<file path="config.mk">
export PLATFORM = sky130hd
export DESIGN_NAME = mdio_master
export DESIGN_NICKNAME = d
export VERILOG_FILES = /design/src/rtl/mdio_pkg.sv /design/src/rtl/mdio_mdc_gen.sv /design/src/rtl/mdio_tx_path.sv /design/src/rtl/mdio_rx_path.sv /design/src/rtl/mdio_frame_seq.sv /design/src/rtl/mdio_master.sv
export SDC_FILE = /design/constraint.sdc
export NUM_CORES = 1
export LEC_CHECK = 0
export BUFFER_PORTS_ARGS = -buffer_cell sky130_fd_sc_hd__buf_2
export CORE_ASPECT_RATIO = 0.9
export CORE_MARGIN = 2
export CORE_UTILIZATION = 30
export CTS_BUF_LIST = sky130_fd_sc_hd__clkbuf_8 sky130_fd_sc_hd__clkbuf_16
export DETAILED_ROUTE_END_ITERATION = 8
export GPL_TIMING_DRIVEN = 1
export HOLD_SLACK_MARGIN = 0.02
export MAX_ROUTING_LAYER = met4
export SLEW_MARGIN = 20
export SYNTH_ARGS = -nofsm -noshare
export SYNTH_HDL_FRONTEND = slang
export SYNTH_HIERARCHICAL = 1
export SYNTH_SLANG_ARGS = --single-unit
</file>
<file path="constraint.sdc">
create_clock -name clk_i -period 7.1 [get_ports clk_i]
set_clock_uncertainty 0.2 [all_clocks]
set_input_delay 0 -clock clk_i [delete_from_list [all_inputs] [get_ports clk_i]]
set_output_delay 0 -clock clk_i [all_outputs]
set_load 0.02 [all_outputs]
</file>
<file path="src/rtl/mdio_pkg.sv">
package mdio_pkg;

   typedef enum logic [2:0] {
      PH_IDLE  = 3'd0,
      PH_CMD   = 3'd1,
      PH_TA    = 3'd2,
      PH_RDAT  = 3'd3,
      PH_FLUSH = 3'd4,
      PH_TAIL  = 3'd5
   } mdio_phase_e;

   localparam logic [1:0] SOF_PAT = 2'b01;
   localparam logic [1:0] OPC_RD  = 2'b10;
   localparam logic [1:0] OPC_WR  = 2'b01;
   localparam logic [1:0] TA_WR   = 2'b10;

endpackage

</file>
<file path="src/rtl/mdio_mdc_gen.sv">
module mdio_mdc_gen #(
   parameter int LOW_CYC  = 13,
   parameter int HIGH_CYC = 18
) (
   input  logic clk_i,
   input  logic rst_ni,
   input  logic run_i,
   output logic mdc_o,
   output logic slot_head_o,
   output logic slot_tail_o
);
   localparam int SLOT = LOW_CYC + HIGH_CYC;
   localparam int CW   = $clog2(SLOT);

   logic [CW-1:0] cnt_q;
   logic          mdc_q;
   logic          at_end;

   assign at_end      = run_i && (cnt_q == CW'(SLOT - 1));
   assign slot_head_o = run_i && (cnt_q == '0);
   assign slot_tail_o = at_end;
   assign mdc_o       = mdc_q;

   always_ff @(posedge clk_i or negedge rst_ni) begin
      if (!rst_ni) begin
         cnt_q <= '0;
         mdc_q <= 1'b0;
      end else begin
         if (!run_i || at_end) cnt_q <= '0;
         else                  cnt_q <= cnt_q + 1'b1;
         if (!run_i || at_end)                  mdc_q <= 1'b0;
         else if (cnt_q == CW'(LOW_CYC - 1))    mdc_q <= 1'b1;
      end
   end

   // once the run request drops the clock is low on the next cycle
   assert_mdc_stops_R11: assert property (@(posedge clk_i) disable iff (!rst_ni)
      !run_i |=> !mdc_o);

   // a slot always ends with the clock high
   assert_tail_in_high_R8: assert property (@(posedge clk_i) disable iff (!rst_ni)
      slot_tail_o |-> mdc_o);

endmodule

</file>
<file path="src/rtl/mdio_tx_path.sv">
module mdio_tx_path #(
   parameter int W = 64
) (
   input  logic         clk_i,
   input  logic         rst_ni,
   input  logic         load_i,
   input  logic [W-1:0] load_vec_i,
   input  logic         shift_i,
   input  logic         head_i,
   input  logic         drive_i,
   output logic         mdio_o,
   output logic         mdio_oe_o
);
   logic [W-1:0] sh_q;
   logic         out_q;
   logic         oe_q;

   always_ff @(posedge clk_i or negedge rst_ni) begin
      if (!rst_ni) begin
         sh_q  <= '0;
         out_q <= 1'b1;
         oe_q  <= 1'b0;
      end else begin
         if (load_i)       sh_q <= load_vec_i;
         else if (shift_i) sh_q <= {sh_q[W-2:0], 1'b0};
         if (head_i) begin
            out_q <= drive_i ? sh_q[W-1] : 1'b1;
            oe_q  <= drive_i;
         end
      end
   end

   assign mdio_o    = out_q;
   assign mdio_oe_o = oe_q;

endmodule

</file>
<file path="src/rtl/mdio_rx_path.sv">
module mdio_rx_path #(
   parameter int DW   = 16,
   parameter int SYNC = 2
) (
   input  logic          clk_i,
   input  logic          rst_ni,
   input  logic          mdio_i,
   input  logic          take_i,
   input  logic          fin_rd_ok_i,
   input  logic          fin_bad_i,
   output logic          bit_o,
   output logic [DW-1:0] rdata_o
);
   logic          s_bit;
   logic [DW-1:0] sh_q;
   logic [DW-1:0] rd_q;

   generate
      if (SYNC == 0) begin : g_nosync
         assign s_bit = mdio_i;
      end else begin : g_sync
         logic [SYNC-1:0] ff_q;
         always_ff @(posedge clk_i or negedge rst_ni) begin
            if (!rst_ni) ff_q <= '1;
            else begin
               ff_q[0] <= mdio_i;
               for (int i = 1; i < SYNC; i++) ff_q[i] <= ff_q[i-1];
            end
         end
         assign s_bit = ff_q[SYNC-1];
      end
   endgenerate

   always_ff @(posedge clk_i or negedge rst_ni) begin
      if (!rst_ni) begin
         sh_q <= '0;
         rd_q <= '0;
      end else begin
         if (take_i)           sh_q <= {sh_q[DW-2:0], s_bit};
         if (fin_bad_i)        rd_q <= '0;
         else if (fin_rd_ok_i) rd_q <= sh_q;
      end
   end

   assign bit_o   = s_bit;
   assign rdata_o = rd_q;

   // a failed read never leaves data behind
   assert_bad_clears_R7: assert property (@(posedge clk_i) disable iff (!rst_ni)
      fin_bad_i |=> (rdata_o == '0));

endmodule

</file>
<file path="src/rtl/mdio_frame_seq.sv">
module mdio_frame_seq
   import mdio_pkg::*;
#(
   parameter int HDR_BITS   = 46,
   parameter int WR_BITS    = 64,
   parameter int DW         = 16,
   parameter int FLUSH_BITS = 32
) (
   input  logic        clk_i,
   input  logic        rst_ni,
   input  logic        start_i,
   input  logic        rd_i,
   input  logic        slot_tail_i,
   input  logic        ta_bit_i,
   output logic        load_o,
   output logic        shift_o,
   output logic        take_o,
   output logic        drive_o,
   output logic        fin_rd_ok_o,
   output logic        fin_bad_o,
   output logic        busy_o,
   output logic        done_o,
   output logic        err_o
);
   localparam int MAXC = (WR_BITS > FLUSH_BITS) ? WR_BITS : FLUSH_BITS;
   localparam int CW   = $clog2(MAXC + 1);

   mdio_phase_e   ph_q;
   logic [CW-1:0] left_q;
   logic          rd_q;
   logic          done_q;
   logic          err_q;
   logic          last_bit;

   assign last_bit    = slot_tail_i && (left_q == '0);
   assign busy_o      = (ph_q != PH_IDLE);
   assign load_o      = start_i && (ph_q == PH_IDLE);
   assign shift_o     = slot_tail_i && (ph_q == PH_CMD);
   assign take_o      = slot_tail_i && (ph_q == PH_RDAT);
   assign drive_o     = (ph_q == PH_CMD);
   assign fin_rd_ok_o = last_bit && (ph_q == PH_TAIL) && rd_q;
   assign fin_bad_o   = last_bit && (ph_q == PH_FLUSH);
   assign done_o      = done_q;
   assign err_o       = err_q;

   always_ff @(posedge clk_i or negedge rst_ni) begin
      if (!rst_ni) begin
         ph_q   <= PH_IDLE;
         left_q <= '0;
         rd_q   <= 1'b0;
         done_q <= 1'b0;
         err_q  <= 1'b0;
      end else begin
         done_q <= 1'b0;
         if (ph_q == PH_IDLE) begin
            if (start_i) begin
               ph_q   <= PH_CMD;
               rd_q   <= rd_i;
               left_q <= rd_i ? CW'(HDR_BITS - 1) : CW'(WR_BITS - 1);
               err_q  <= 1'b0;
            end
         end else if (slot_tail_i) begin
            if (left_q != '0) begin
               left_q <= left_q - 1'b1;
            end else begin
               unique case (ph_q)
                  PH_CMD:   ph_q <= rd_q ? PH_TA : PH_TAIL;
                  PH_TA: begin
                     if (ta_bit_i) begin
                        ph_q   <= PH_FLUSH;
                        left_q <= CW'(FLUSH_BITS - 1);
                     end else begin
                        ph_q   <= PH_RDAT;
                        left_q <= CW'(DW - 1);
                     end
                  end
                  PH_RDAT:  ph_q <= PH_TAIL;
                  PH_FLUSH: begin
                     ph_q   <= PH_IDLE;
                     done_q <= 1'b1;
                     err_q  <= 1'b1;
                  end
                  PH_TAIL: begin
                     ph_q   <= PH_IDLE;
                     done_q <= 1'b1;
                  end
                  default:  ph_q <= PH_IDLE;
               endcase
            end
         end
      end
   end

   // completion is a single-cycle pulse
   assert_done_pulse_R9: assert property (@(posedge clk_i) disable iff (!rst_ni)
      done_o |=> !done_o);

   // busy only falls together with the done pulse
   assert_busy_until_done_R9: assert property (@(posedge clk_i) disable iff (!rst_ni)
      $fell(busy_o) |-> done_o);

   // the error flag only appears with completion
   assert_err_on_done_R7: assert property (@(posedge clk_i) disable iff (!rst_ni)
      $rose(err_o) |-> done_o);

   // a start during a frame does not change the latched direction
   assert_start_ignored_R10: assert property (@(posedge clk_i) disable iff (!rst_ni)
      (busy_o && start_i) |=> (busy_o && $stable(rd_q)));

endmodule

</file>
<file path="src/rtl/mdio_master.sv">
module mdio_master
   import mdio_pkg::*;
#(
   parameter int CLK_PERIOD_PS = 20000,
   parameter int HALF_CYC      = 13,
   parameter int SAMPLE_CYC    = 18,
   parameter int PRE_BITS      = 32,
   parameter int ADDR_W        = 5,
   parameter int DATA_W        = 16,
   parameter int FLUSH_BITS    = 32,
   parameter int SYNC_STAGES   = 2
) (
   input  logic              clk_i,
   input  logic              rst_ni,
   input  logic              start_i,
   input  logic              rd_i,
   input  logic [ADDR_W-1:0] phy_addr_i,
   input  logic [ADDR_W-1:0] reg_addr_i,
   input  logic [DATA_W-1:0] wdata_i,
   output logic              busy_o,
   output logic              done_o,
   output logic              err_o,
   output logic [DATA_W-1:0] rdata_o,
   output logic              mdc_o,
   output logic              mdio_o,
   output logic              mdio_oe_o,
   input  logic              mdio_i
);
   localparam int HIGH_CYC = (SAMPLE_CYC > HALF_CYC) ? SAMPLE_CYC : HALF_CYC;
   localparam int HDR_BITS = PRE_BITS + 4 + 2 * ADDR_W;
   localparam int WR_BITS  = HDR_BITS + 2 + DATA_W;
   localparam int PAD_BITS = WR_BITS - HDR_BITS;

   generate
      if (HALF_CYC < 2) begin : g_chk_half
         $error("HALF_CYC must leave at least one clock of data setup");
      end
      if (HALF_CYC * CLK_PERIOD_PS < 200000) begin : g_chk_low
         $error("mdc low phase shorter than 200 ns");
      end
      if ((HALF_CYC + HIGH_CYC) * CLK_PERIOD_PS < 400000) begin : g_chk_period
         $error("mdc period shorter than 400 ns");
      end
      if ((HIGH_CYC - SYNC_STAGES) * CLK_PERIOD_PS < 300000) begin : g_chk_access
         $error("read sample earlier than 300 ns after the rising edge");
      end
      if (SYNC_STAGES < 0 || SYNC_STAGES > 3) begin : g_chk_sync
         $error("SYNC_STAGES must be 0 to 3");
      end
      if (ADDR_W < 1 || DATA_W < 2 || PRE_BITS < 1 || FLUSH_BITS < 1) begin : g_chk_w
         $error("field widths out of range");
      end
   endgenerate

   logic                run;
   logic                head, tail;
   logic                load, shift, take, drive;
   logic                fin_rd_ok, fin_bad;
   logic                ta_bit;
   logic [HDR_BITS-1:0] hdr;
   logic [WR_BITS-1:0]  load_vec;

   always_comb begin
      hdr      = {{PRE_BITS{1'b1}}, SOF_PAT, (rd_i ? OPC_RD : OPC_WR), phy_addr_i, reg_addr_i};
      load_vec = rd_i ? {hdr, {PAD_BITS{1'b0}}} : {hdr, TA_WR, wdata_i};
   end

   mdio_frame_seq #(
      .HDR_BITS   (HDR_BITS),
      .WR_BITS    (WR_BITS),
      .DW         (DATA_W),
      .FLUSH_BITS (FLUSH_BITS)
   ) u_seq (
      .clk_i       (clk_i),
      .rst_ni      (rst_ni),
      .start_i     (start_i),
      .rd_i        (rd_i),
      .slot_tail_i (tail),
      .ta_bit_i    (ta_bit),
      .load_o      (load),
      .shift_o     (shift),
      .take_o      (take),
      .drive_o     (drive),
      .fin_rd_ok_o (fin_rd_ok),
      .fin_bad_o   (fin_bad),
      .busy_o      (run),
      .done_o      (done_o),
      .err_o       (err_o)
   );

   mdio_mdc_gen #(
      .LOW_CYC  (HALF_CYC),
      .HIGH_CYC (HIGH_CYC)
   ) u_mdc (
      .clk_i       (clk_i),
      .rst_ni      (rst_ni),
      .run_i       (run),
      .mdc_o       (mdc_o),
      .slot_head_o (head),
      .slot_tail_o (tail)
   );

   mdio_tx_path #(
      .W (WR_BITS)
   ) u_tx (
      .clk_i      (clk_i),
      .rst_ni     (rst_ni),
      .load_i     (load),
      .load_vec_i (load_vec),
      .shift_i    (shift),
      .head_i     (head),
      .drive_i    (drive),
      .mdio_o     (mdio_o),
      .mdio_oe_o  (mdio_oe_o)
   );

   mdio_rx_path #(
      .DW   (DATA_W),
      .SYNC (SYNC_STAGES)
   ) u_rx (
      .clk_i       (clk_i),
      .rst_ni      (rst_ni),
      .mdio_i      (mdio_i),
      .take_i      (take),
      .fin_rd_ok_i (fin_rd_ok),
      .fin_bad_i   (fin_bad),
      .bit_o       (ta_bit),
      .rdata_o     (rdata_o)
   );

   assign busy_o = run;

   // the line is held for the whole high phase of the clock
   assert_hold_high_R8: assert property (@(posedge clk_i) disable iff (!rst_ni)
      (mdc_o && $past(mdc_o)) |-> ($stable(mdio_o) && $stable(mdio_oe_o)));

   // no clock activity between frames
   assert_mdc_idle_R11: assert property (@(posedge clk_i) disable iff (!rst_ni)
      !busy_o |-> !mdc_o);

   // done is only reported once the frame has stopped
   assert_done_not_busy_R9: assert property (@(posedge clk_i) disable iff (!rst_ni)
      done_o |-> !busy_o);

endmodule

</file>
==> impl_metrics.prom, run 1 <==
# TYPE chip_impl_metric gauge
chip_impl_metric{name="numCtsBuffers",unit=""} 17
chip_impl_metric{name="synth.ff_latch_count",unit=""} 119
chip_impl_metric{name="n_antenna_cell",unit=""} 0
chip_impl_metric{name="cts-root-to-sink-buffers",unit=""} 2
chip_impl_metric{name="routed_wl",unit="mm"} 11.2
chip_impl_metric{name="cell_pwr_density",unit="nW/um2"} 225
chip_impl_metric{name="timing.fmax",unit="MHz"} 321
chip_impl_metric{name="firstDrtPassIters",unit=""} 4
chip_impl_metric{name="postSynthAreaPerCell",unit="um2"} 11.3
chip_impl_metric{name="netlist-cell-type-count",unit=""} 52
chip_impl_metric{name="start_util",unit=""} 0.304
chip_impl_metric{name="layout.nets",unit=""} 667
chip_impl_info{name="tritoncts",value="yes"} 1
chip_impl_metric{name="dr_total_vias",unit=""} 3931
chip_impl_metric{name="dieWidth",unit="um"} 151
chip_impl_metric{name="io_pins",unit=""} 53
chip_impl_metric{name="areaGrowthSynthToFinish",unit="%"} 24.7
chip_impl_metric{name="period_minus_slack",unit="ns"} 3.11
chip_impl_metric{name="viasPerCell",unit=""} 4.40
chip_impl_metric{name="clkSlewWorstSetupHoldPaths",unit="ns"} 0.06
chip_impl_metric{name="worst_skew_pair_later_pin_latency",unit="ns"} 0.41
chip_impl_metric{name="signal_arrival_time_at_the_worst_endpoint",unit="ns"} 3.17
chip_impl_info{name="final_cell_mix",value="sky130_fd_sc_hd__dfrtp_1, sky130_fd_sc_hd__mux2i_1, sky130_fd_sc_hd__nand2_1"} 1
chip_impl_metric{name="ys.warnings.count",unit=""} 6
chip_impl_metric{name="placement.io_buffers",unit=""} 52
chip_impl_metric{name="maxSlewHeadroom",unit=""} 0.261
chip_impl_metric{name="fin_crit_sh",unit=""} 0.439
chip_impl_metric{name="layout_setup_ws",unit="ns"} 3.99
chip_impl_metric{name="chipHeight",unit="um"} 136
chip_impl_metric{name="global_route.usage.total",unit=""} 0.119
chip_impl_metric{name="grt_start_max_net_pins",unit=""} 91
chip_impl_metric{name="post_cts_resize_count",unit=""} 0
chip_impl_metric{name="route.detailed.drc",unit=""} 0
chip_impl_metric{name="gr-total-overflow",unit=""} 0
chip_impl_info{name="crit_slowest_cell",value="sky130_fd_sc_hd__nor2_2"} 1
chip_impl_metric{name="maxSlewViolCount",unit=""} 0
chip_impl_info{name="criticalPathCategory",value="flop to flop"} 1
chip_impl_info{name="rsz0062_at_grt",value="no"} 1
chip_impl_metric{name="h-tree-depth",unit=""} 4
chip_impl_metric{name="syn-cell-area",unit="um2"} 5810
chip_impl_metric{name="antenna_found_initial",unit=""} 0
chip_impl_metric{name="drv_cap",unit=""} 0
chip_impl_metric{name="worst_path_largest_cell_delay",unit="ns"} 0.89
chip_impl_metric{name="wire_per_inst",unit="um"} 12.5
chip_impl_metric{name="setup_tns",unit="ns"} 0
chip_impl_metric{name="rows",unit=""} 48
chip_impl_info{name="setup.worst_path.end_class",value="flop"} 1
chip_impl_metric{name="finalHoldViolCount",unit=""} 0
chip_impl_info{name="run_status",value="completed"} 1
chip_impl_metric{name="final_layout_size_suffix_gt1_frac",unit=""} 0.207
chip_impl_metric{name="static_leakage",unit="uW"} 0.00302
chip_impl_metric{name="gp_congestion",unit=""} 0.788
chip_impl_metric{name="count_of_flip_flops_with_a_built_in_enable_after_synthesis",unit=""} 0
chip_impl_metric{name="hpwlAfterDp",unit="mm"} 6.74
chip_impl_metric{name="postCtsSetupBuffers",unit=""} 0
chip_impl_metric{name="post_synth_inst_count",unit=""} 516
chip_impl_metric{name="antenna_left",unit=""} 0
chip_impl_info{name="hold_path.class",value="primary input to flop"} 1
chip_impl_metric{name="worst_ir_drop_vdd",unit="mV"} 0.188
chip_impl_metric{name="cts-hold-fix-buffers",unit=""} 42
chip_impl_metric{name="clock-sinks",unit=""} 119
chip_impl_metric{name="post-synth-top-area-fraction",unit=""} 0.500
chip_impl_info{name="synth.area.top_cells",value="sky130_fd_sc_hd__dfrtp_1, sky130_fd_sc_hd__mux2i_1, sky130_fd_sc_hd__o21ai_1"} 1
chip_impl_metric{name="pre_cts_slack",unit="ns"} 3.99
chip_impl_info{name="worst_path_cell_trace",value="nor3_1, inv_1, and2_2, and3_4, nand2_1, nor2_2, mux2i_1, nor2_1"} 1
chip_impl_metric{name="dieArea",unit="um2"} 20500
chip_impl_info{name="synth_largest_area_cell",value="sky130_fd_sc_hd__dfrtp_1"} 1
chip_impl_info{name="layout.cells.most_common",value="sky130_fd_sc_hd__dfrtp_1"} 1
chip_impl_metric{name="seq_area_frac_synth",unit=""} 0.514
chip_impl_metric{name="grt_first_pass_wirelength",unit="mm"} 18.9
chip_impl_metric{name="number_of_global_route_vias_before_repair",unit=""} 3930
chip_impl_metric{name="coreArea",unit="um2"} 19100
chip_impl_info{name="dominantRegCellSynth",value="sky130_fd_sc_hd__dfrtp_1"} 1
chip_impl_metric{name="synth-async-reset-ratio",unit=""} 1.00
chip_impl_info{name="clock_tree.root_cell",value="sky130_fd_sc_hd__clkbuf_16"} 1
chip_impl_metric{name="critical_path_peak_fanout",unit=""} 16
chip_impl_metric{name="setup_violations",unit=""} 0
chip_impl_info{name="critPathLaunchType",value="flop"} 1
chip_impl_metric{name="worst_pin_slew",unit="ns"} 1.11
chip_impl_metric{name="totalPowerFinal",unit="uW"} 1630
chip_impl_metric{name="worst-endpoint-required",unit="ns"} 7.16
chip_impl_metric{name="drt-initial-drc-count",unit=""} 231
==> synthesized netlist by cell type (all sizes together), types with 3 or more instances <==
| cell type | n |
|---|---|
| ha | 5 |
| nor4 | 4 |
| nand2 | 72 |
| clkbuf | 10 |
| nor2 | 29 |
| inv | 10 |
| a31oi | 4 |
| a21oi | 9 |
| nor3 | 5 |
| dfrtp | 116 |
| mux2i | 80 |
| and2b | 7 |
| nor2b | 13 |
| and4 | 3 |
| nand2b | 3 |
| dfstp | 3 |
| buf | 23 |
| mux2 | 19 |
| o21ai | 70 |
| nor3b | 4 |
==> logic make-up after synthesis <==
group           after synthesis  share of synthesized area
compound gates               94                     0.0933
xor+xnor                      1                    0.00151
fa+ha+maj                     5                     0.0108
buf+inv                      43                     0.0593
flops                       119                      0.514
mux                          99                      0.182
other cells                   2                    0.00129
simple gates                153                      0.138
==> routing by layer <==
metal | global-route usage | wire length (um)
met5 | - | 0
met1 | 0.160 | 5760
met2 | 0.169 | 4830
met4 | 0.0405 | 107
met3 | 0.0379 | 458
==> registers in the layout, indices dropped and copies added, names as in the netlist <==
name	count
u_seq/rd_q	1
u_tx/mdio_o	1
u_rx/rdata_o	16
u_mdc/mdc_o	1
u_seq/done_o	1
u_rx/sh_q	16
u_tx/sh_q	64
u_tx/mdio_oe_o	1
u_seq/left_q	7
u_seq/err_o	1
u_seq/ph_q	3
u_mdc/cnt_q	5
u_rx/g_sync.ff_q	2
==> path summary, 6_finish.rpt <==
kind | startpoint | endpoint | slack (ns) | depth (start not counted)
setup / recovery | u_seq/ph_q[1]$_DFFE_PN0P_ | u_rx/rdata_o[15]$_DFFE_PN0P_ | 3.99 | 8
hold / removal | phy_addr_i[4] | u_tx/sh_q[27]$_DFFE_PN0P_ | 0.15 | 4
setup reg to reg | u_seq/ph_q[1]$_DFFE_PN0P_ | u_rx/rdata_o[15]$_DFFE_PN0P_ | 3.99 | 8
hold reg to reg | u_rx/g_sync.ff_q[0]$_DFF_PN1_ | u_rx/g_sync.ff_q[1]$_DFF_PN1_ | 0.16 | 0
max in group asynchronous | rst_ni | u_tx/sh_q[52]$_DFFE_PN0P_ | 5.55 | 4
min in group asynchronous | rst_ni | u_rx/rdata_o[11]$_DFFE_PN0P_ | 0.46 | 4
==> power by group <==
group,leakage [uW],switching [uW],internal (uW),total [uW]
sequential,0.00142,13.8,703,717
clock,0.000285,318,517,835
combinational,0.00131,36.1,39.9,75.9
total,0.00302,368,1260,1630
==> critical path: cells and delay by family, from the launching register on <==
| family | cells | cell delay (ns) |
|---|---|---|
| buffers and inverters | 1 | 0.18 |
| DFF | 1 | 0.60 |
| muxes | 1 | 0.29 |
| and+or+nand+nor | 6 | 1.69 |
==> cell type report <==
type                       count  area [um2]
sequential                   119        2980
timing repair buffer          96         712
inverter                      10        38.8
clock inverter                15         155
fill                        1881       11900
multi-input combinational    387        2610
tap                          250         313
clock buffer                  17         425
==> stage by stage <==
stage | cell area, um2 | hold slack [ns] | util | cells
6_report | 7240 | 0.145 | 0.379 | 894
2_1_floorplan | 5930 | -0.496 | - | 549
4_1_cts | 7240 | 0.126 | 0.379 | 894
3_3_place_gp | 6220 | -0.174 | 0.326 | 820
3_5_place_dp | 6220 | -0.171 | 0.326 | 820
5_1_grt | 7240 | 0.152 | 0.379 | 894
Power figures use the tool's default switching activity.
==> inputs of run 2 (changes only) <==
==> constraint.sdc (replaced) <==
create_clock -name clk_i -period 2.7 [get_ports clk_i]
set_clock_uncertainty 0.2 [all_clocks]
set_input_delay 0 -clock clk_i [delete_from_list [all_inputs] [get_ports clk_i]]
set_output_delay 0 -clock clk_i [all_outputs]
set_load 0.02 [all_outputs]
==> impl_metrics.prom, run 2 (synthesized netlist as in run 1, its figures left out) <==
# TYPE chip_impl_metric gauge
chip_impl_metric{name="register_area",unit="um2"} 2980
chip_impl_info{name="critPathLaunchType",value="flop"} 1
chip_impl_metric{name="start_util",unit=""} 0.304
chip_impl_metric{name="worst_skew_pair_later_pin_latency",unit="ns"} 0.41
chip_impl_metric{name="fillers",unit=""} 1840
chip_impl_metric{name="fin_crit_sh",unit=""} 0.891
chip_impl_metric{name="worst-endpoint-required",unit="ns"} 2.79
chip_impl_info{name="rsz0062_at_grt",value="no"} 1
chip_impl_metric{name="post-route-cell-area",unit="um2"} 7450
chip_impl_metric{name="antenna_found_initial",unit=""} 0
chip_impl_metric{name="io_pins",unit=""} 53
chip_impl_metric{name="setup_tns",unit="ns"} 0
chip_impl_metric{name="clock-sinks",unit=""} 119
chip_impl_metric{name="maxSlewHeadroom",unit=""} 0.551
chip_impl_metric{name="placed_area",unit="um2"} 6420
chip_impl_metric{name="clkSlewWorstSetupHoldPaths",unit="ns"} 0.05
chip_impl_metric{name="areaGrowthSynthToFinish",unit="%"} 28.3
chip_impl_metric{name="static_leakage",unit="uW"} 0.00312
chip_impl_metric{name="drv_cap",unit=""} 0
chip_impl_metric{name="drt-initial-drc-count",unit=""} 290
chip_impl_metric{name="cell_pwr_density",unit="nW/um2"} 590
chip_impl_info{name="hp-start",value="mdio_i"} 1
chip_impl_metric{name="grt_first_pass_wirelength",unit="mm"} 18.6
chip_impl_metric{name="post_cts_resize_count",unit=""} 0
chip_impl_metric{name="multiInputGateArea",unit="um2"} 2610
chip_impl_metric{name="dieWidth",unit="um"} 151
chip_impl_metric{name="gp_congestion",unit=""} 0.776
chip_impl_info{name="criticalPathCategory",value="flop to flop"} 1
chip_impl_metric{name="placement.io_buffers",unit=""} 52
chip_impl_metric{name="worst_ir_drop_vdd",unit="mV"} 0.394
chip_impl_metric{name="routed_wl",unit="mm"} 11.3
chip_impl_metric{name="viasPerCell",unit=""} 4.36
chip_impl_metric{name="grt_use_met1",unit=""} 0.157
chip_impl_metric{name="coreArea",unit="um2"} 19100
chip_impl_info{name="run_status",value="completed"} 1
chip_impl_metric{name="antenna_left",unit=""} 0
chip_impl_info{name="regMostFlops",value="u_tx/sh_q"} 1
chip_impl_metric{name="numCtsBuffers",unit=""} 17
chip_impl_metric{name="grt_start_max_net_pins",unit=""} 84
chip_impl_metric{name="swShare",unit=""} 0.215
chip_impl_metric{name="largest_register_ffs",unit=""} 64
chip_impl_metric{name="number_of_global_route_vias_before_repair",unit=""} 3919
chip_impl_metric{name="firstDrtPassIters",unit=""} 5
chip_impl_metric{name="use_met3",unit=""} 0.0312
chip_impl_metric{name="clock_power_share",unit=""} 0.524
chip_impl_metric{name="timing.fmax",unit="MHz"} 416
chip_impl_metric{name="n_antenna_cell",unit=""} 0
chip_impl_metric{name="setup_violations",unit=""} 0
chip_impl_metric{name="power.sequential.fraction",unit=""} 0.429
chip_impl_metric{name="worst_r2r_path_depth",unit=""} 10
chip_impl_info{name="tritoncts",value="yes"} 1
chip_impl_info{name="regToRegEndpoint",value="u_rx/rdata_o[6]$_DFFE_PN0P_"} 1
chip_impl_info{name="top_usage_layer",value="met2"} 1
chip_impl_metric{name="layout.nets",unit=""} 682
chip_impl_metric{name="power.switching",unit="uW"} 943
chip_impl_metric{name="period_minus_slack",unit="ns"} 2.41
chip_impl_metric{name="critical_path_peak_fanout",unit=""} 16
chip_impl_metric{name="global_route.usage.total",unit=""} 0.119
chip_impl_metric{name="route.detailed.drc",unit=""} 0
chip_impl_metric{name="met2_usage",unit=""} 0.177
chip_impl_info{name="start_of_the_worst_register_to_register_path",value="u_mdc/cnt_q[0]$_DFF_PN0_"} 1
chip_impl_metric{name="timing.hold.worst_path_depth",unit=""} 2
chip_impl_info{name="setup.worst_path.end_class",value="flop"} 1
chip_impl_metric{name="cts-root-to-sink-buffers",unit=""} 2
chip_impl_metric{name="internal-power",unit="uW"} 3450
chip_impl_metric{name="signal_arrival_time_at_the_worst_endpoint",unit="ns"} 2.50
chip_impl_metric{name="gr-total-overflow",unit=""} 0
chip_impl_metric{name="pwr-share-comb",unit=""} 0.046
chip_impl_info{name="clock_tree.root_cell",value="sky130_fd_sc_hd__clkbuf_16"} 1
chip_impl_metric{name="wire_per_inst",unit="um"} 12.4
chip_impl_metric{name="dieArea",unit="um2"} 20500
chip_impl_metric{name="h-tree-depth",unit=""} 4
chip_impl_metric{name="postCtsSetupBuffers",unit=""} 0
chip_impl_metric{name="dr_total_vias",unit=""} 3963
chip_impl_metric{name="cts-hold-fix-buffers",unit=""} 41
chip_impl_metric{name="hpwlAfterDp",unit="mm"} 7.00
chip_impl_metric{name="reg2reg_slack",unit="ns"} 0.29
chip_impl_info{name="layout.cells.most_common",value="sky130_fd_sc_hd__dfrtp_1"} 1
chip_impl_metric{name="finalHoldViolCount",unit=""} 0
chip_impl_metric{name="final_layout_size_suffix_gt1_frac",unit=""} 0.225
chip_impl_info{name="critPathLaunch",value="u_mdc/cnt_q[0]$_DFF_PN0_"} 1
chip_impl_metric{name="maxSlewViolCount",unit=""} 0
chip_impl_metric{name="chipHeight",unit="um"} 136
chip_impl_info{name="final_cell_mix",value="sky130_fd_sc_hd__dfrtp_1, sky130_fd_sc_hd__mux2i_1, sky130_fd_sc_hd__nand2_1"} 1
chip_impl_metric{name="rows",unit=""} 48
chip_impl_info{name="worst_hold_path.endpoint",value="u_rx/g_sync.ff_q[0]$_DFF_PN1_"} 1
chip_impl_info{name="hold_path.class",value="primary input to flop"} 1
chip_impl_metric{name="worst_pin_slew",unit="ns"} 0.667
==> run 2: how the worst max path moves through the flow <==
stage / endpoint
after floorplan: u_rx/rdata_o[10]$_DFFE_PN0P_
after global placement: u_rx/rdata_o[14]$_DFFE_PN0P_
after detailed placement: u_rx/rdata_o[1]$_DFFE_PN0P_
after CTS: u_rx/rdata_o[6]$_DFFE_PN0P_
after global routing: u_rx/rdata_o[4]$_DFFE_PN0P_
final: u_rx/rdata_o[6]$_DFFE_PN0P_
==> run 2: critical path, cell delays in order (launching register included) <==
cell,delay (ns)
sky130_fd_sc_hd__dfrtp_1,0.41
sky130_fd_sc_hd__inv_1,0.09
sky130_fd_sc_hd__ha_1,0.14
sky130_fd_sc_hd__and4_4,0.28
sky130_fd_sc_hd__and2_2,0.22
sky130_fd_sc_hd__and3_4,0.23
sky130_fd_sc_hd__nand2_1,0.11
sky130_fd_sc_hd__nor2_2,0.16
sky130_fd_sc_hd__buf_12,0.18
sky130_fd_sc_hd__mux2i_1,0.20
sky130_fd_sc_hd__nor2_1,0.06
==> run 2: power by group through the flow <==
stage / sequential [uW] / clock [uW] / combinational, uW
global placement: 1920 / 0 / 155
floorplan: 1900 / 0 / 80.4
detailed placement: 1920 / 0 / 159
finish: 1890 / 2300 / 204
global route: 1890 / 2450 / 235
CTS: 1890 / 2360 / 209
==> run 2: metrics by stage <==
step | total power [uW] | util | cells | hold WS (ns) | setup WS (ns)
after floorplan | 1980 | - | 549 | -0.496 | 0.354
after global placement | 2070 | 0.336 | 836 | -0.207 | 0.350
after detailed placement | 2080 | 0.336 | 836 | -0.200 | 0.300
after CTS | 4460 | 0.390 | 908 | 0.0200 | 0.287
after global routing | 4580 | 0.390 | 908 | 0.0396 | 0.141
final | 4390 | 0.390 | 908 | 0.0368 | 0.294
==> run 2: layer usage <==
| layer | vias to the layer above | part of all wire |
|---|---|---|
| li1 | 2008 | - |
| met1 | 1887 | 0.51 |
| met2 | 59 | 0.44 |
| met3 | 9 | 0.038 |
| met4 | 0 | 0.011 |
| met5 | - | 0 |
==> run 2: final cells by class <==
class,count,share of cell area
inverters,10,0.00521
well taps,250,0.0420
flip-flops and latches,119,0.400
clock buffers,19,0.0608
repair buffers,111,0.120
multi-input cells,387,0.351
clock inverters,12,0.0205
==> inputs of run 3 (changes only) <==
--- a/config.mk
+++ b/config.mk
@@ -6,7 +6,7 @@
 export NUM_CORES = 1
 export LEC_CHECK = 0
 export BUFFER_PORTS_ARGS = -buffer_cell sky130_fd_sc_hd__buf_2
-export CORE_ASPECT_RATIO = 0.9
+export CORE_ASPECT_RATIO = 1.4
 export CORE_MARGIN = 2
 export CORE_UTILIZATION = 30
 export CTS_BUF_LIST = sky130_fd_sc_hd__clkbuf_8 sky130_fd_sc_hd__clkbuf_16
==> impl_metrics.prom, run 3 (synthesized netlist as in run 1, its figures left out) <==
# TYPE chip_impl_metric gauge
chip_impl_metric{name="global_route.usage.total",unit=""} 0.123
chip_impl_metric{name="clock-sinks",unit=""} 119
chip_impl_info{name="critPathLaunchType",value="flop"} 1
chip_impl_metric{name="viasPerCell",unit=""} 4.41
chip_impl_info{name="criticalPathCategory",value="flop to flop"} 1
chip_impl_metric{name="rows",unit=""} 60
chip_impl_metric{name="dr_total_vias",unit=""} 4020
chip_impl_info{name="layout.cells.most_common",value="sky130_fd_sc_hd__dfrtp_1"} 1
chip_impl_metric{name="worst-endpoint-required",unit="ns"} 2.79
chip_impl_metric{name="critical_path_peak_fanout",unit=""} 16
chip_impl_info{name="tritoncts",value="yes"} 1
chip_impl_metric{name="multiInputGateArea",unit="um2"} 2610
chip_impl_metric{name="setup_violations",unit=""} 0
chip_impl_metric{name="gp_congestion",unit=""} 0.765
chip_impl_metric{name="route.detailed.drc",unit=""} 0
chip_impl_metric{name="postCtsSetupBuffers",unit=""} 0
chip_impl_metric{name="cts-root-to-sink-buffers",unit=""} 2
chip_impl_metric{name="io_pins",unit=""} 53
chip_impl_metric{name="start_util",unit=""} 0.304
chip_impl_metric{name="number_of_global_route_vias_before_repair",unit=""} 4096
chip_impl_metric{name="placement.io_buffers",unit=""} 52
chip_impl_metric{name="worst_skew_pair_later_pin_latency",unit="ns"} 0.41
chip_impl_metric{name="finalHoldViolCount",unit=""} 0
chip_impl_metric{name="drt-initial-drc-count",unit=""} 200
chip_impl_metric{name="dieArea",unit="um2"} 20500
chip_impl_metric{name="worst_pin_slew",unit="ns"} 0.780
chip_impl_info{name="final_cell_mix",value="sky130_fd_sc_hd__dfrtp_1, sky130_fd_sc_hd__mux2i_1, sky130_fd_sc_hd__nand2_1"} 1
chip_impl_metric{name="fillers",unit=""} 1838
chip_impl_metric{name="setup_tns",unit="ns"} 0
chip_impl_metric{name="coreArea",unit="um2"} 19100
chip_impl_metric{name="worst_ir_drop_vdd",unit="mV"} 0.367
chip_impl_metric{name="register_area",unit="um2"} 2980
chip_impl_metric{name="final_layout_size_suffix_gt1_frac",unit=""} 0.231
chip_impl_metric{name="clkSlewWorstSetupHoldPaths",unit="ns"} 0.06
chip_impl_metric{name="dieWidth",unit="um"} 122
chip_impl_metric{name="n_antenna_cell",unit=""} 0
chip_impl_metric{name="timing.fmax",unit="MHz"} 413
chip_impl_metric{name="cell_pwr_density",unit="nW/um2"} 572
chip_impl_metric{name="firstDrtPassIters",unit=""} 4
chip_impl_info{name="run_status",value="completed"} 1
chip_impl_metric{name="fin_crit_sh",unit=""} 0.897
chip_impl_metric{name="gr-total-overflow",unit=""} 0
chip_impl_metric{name="antenna_found_initial",unit=""} 0
chip_impl_metric{name="numCtsBuffers",unit=""} 17
chip_impl_metric{name="grt_start_max_net_pins",unit=""} 53
chip_impl_metric{name="layout.nets",unit=""} 686
chip_impl_metric{name="hpwlAfterDp",unit="mm"} 7.43
chip_impl_metric{name="period_minus_slack",unit="ns"} 2.42
chip_impl_metric{name="largest_register_ffs",unit=""} 64
chip_impl_metric{name="worst_hold_slack",unit="ns"} 0.140
chip_impl_info{name="regMostFlops",value="u_tx/sh_q"} 1
chip_impl_metric{name="wire_per_inst",unit="um"} 12.7
chip_impl_metric{name="areaGrowthSynthToFinish",unit="%"} 28.7
chip_impl_metric{name="maxSlewViolCount",unit=""} 0
chip_impl_info{name="setup.worst_path.end_class",value="flop"} 1
chip_impl_metric{name="grt_first_pass_wirelength",unit="mm"} 19.5
chip_impl_info{name="hold_path.class",value="primary input to flop"} 1
chip_impl_metric{name="maxSlewHeadroom",unit=""} 0.476
chip_impl_metric{name="routed_wl",unit="mm"} 11.6
chip_impl_info{name="rsz0062_at_grt",value="no"} 1
chip_impl_metric{name="chipHeight",unit="um"} 169
chip_impl_metric{name="signal_arrival_time_at_the_worst_endpoint",unit="ns"} 2.52
chip_impl_metric{name="finalCoreUtilization",unit=""} 0.392
chip_impl_metric{name="static_leakage",unit="uW"} 0.00314
chip_impl_metric{name="drv_cap",unit=""} 0
chip_impl_metric{name="h-tree-depth",unit=""} 4
chip_impl_info{name="clock_tree.root_cell",value="sky130_fd_sc_hd__clkbuf_16"} 1
chip_impl_metric{name="antenna_left",unit=""} 0
run 3: changes by cell type in the layout (fill, tap and decap cells not counted), moves of 2 or more:
cell                        change
sky130_fd_sc_hd__clkinv_2       -2
sky130_fd_sc_hd__bufinv_16      -2
sky130_fd_sc_hd__buf_4          +2
sky130_fd_sc_hd__clkbuf_8       -2
sky130_fd_sc_hd__inv_6          +6
sky130_fd_sc_hd__inv_8          +2
run 3: path summary, 6_finish.rpt:
| check | from | to | slack (ns) | cells past startpoint |
|---|---|---|---|---|
| min reg2reg | u_rx/g_sync.ff_q[0]$_DFF_PN1_ | u_rx/g_sync.ff_q[1]$_DFF_PN1_ | 0.16 | 0 |
| min | reg_addr_i[2] | u_tx/sh_q[20]$_DFFE_PN0P_ | 0.14 | 4 |
| min in group asynchronous | rst_ni | u_rx/g_sync.ff_q[1]$_DFF_PN1_ | 0.53 | 3 |
| max | u_mdc/cnt_q[0]$_DFF_PN0_ | u_rx/rdata_o[0]$_DFFE_PN0P_ | 0.28 | 10 |
| max reg2reg | u_mdc/cnt_q[0]$_DFF_PN0_ | u_rx/rdata_o[0]$_DFFE_PN0P_ | 0.28 | 10 |
| max in group asynchronous | rst_ni | u_tx/sh_q[57]$_DFFE_PN0P_ | 1.40 | 4 |
run 3: stage by stage:
stage                     cell area, um2  power, uW  std cells  setup slack [ns]
final                               7470       4280        911             0.277
after global routing                7470       4460        911             0.118
after CTS                           7470       4360        911             0.259
after detailed placement            6450       2070        837             0.266
after global placement              6450       2070        837             0.352
after floorplan                     5930       1980        549             0.354
run 3: metal layers:
layer / vias to the layer above / routed length (um) / GRT usage
met5: - / 0 / -
met4: 0 / 178 / 0.0435
met3: 14 / 459 / 0.0344
met2: 64 / 5790 / 0.203
met1: 1922 / 5160 / 0.144
li1: 2020 / - / -
run 3: repair_timing:
action | CTS | global route
hold buffers | 42 | 0
resized for setup | 0 | 0
hold endpoints to repair | 127 | 0
run 3: final cells by class:
type	count	area share
flip-flops and latches	119	0.399
multi-input cells	387	0.350
repair buffers	115	0.127
clock buffers	17	0.0569
well taps	248	0.0415
clock inverters	15	0.0208
inverters	10	0.00519
run 3: where the power goes:
part | internal (uW) | switching (uW)
Clock | 1300 | 885
Combinational | 109 | 98.0
Sequential | 1850 | 36.2
run 3: critical path, stage by stage (launching register included):
cell                      delay [ns]
sky130_fd_sc_hd__dfrtp_1        0.41
sky130_fd_sc_hd__inv_1          0.09
sky130_fd_sc_hd__ha_1           0.14
sky130_fd_sc_hd__and4_4         0.28
sky130_fd_sc_hd__and2_2         0.22
sky130_fd_sc_hd__and3_4         0.22
sky130_fd_sc_hd__nand2_1        0.11
sky130_fd_sc_hd__nor2_2         0.17
sky130_fd_sc_hd__buf_12         0.19
sky130_fd_sc_hd__mux2i_1        0.20
sky130_fd_sc_hd__nor2_1         0.06
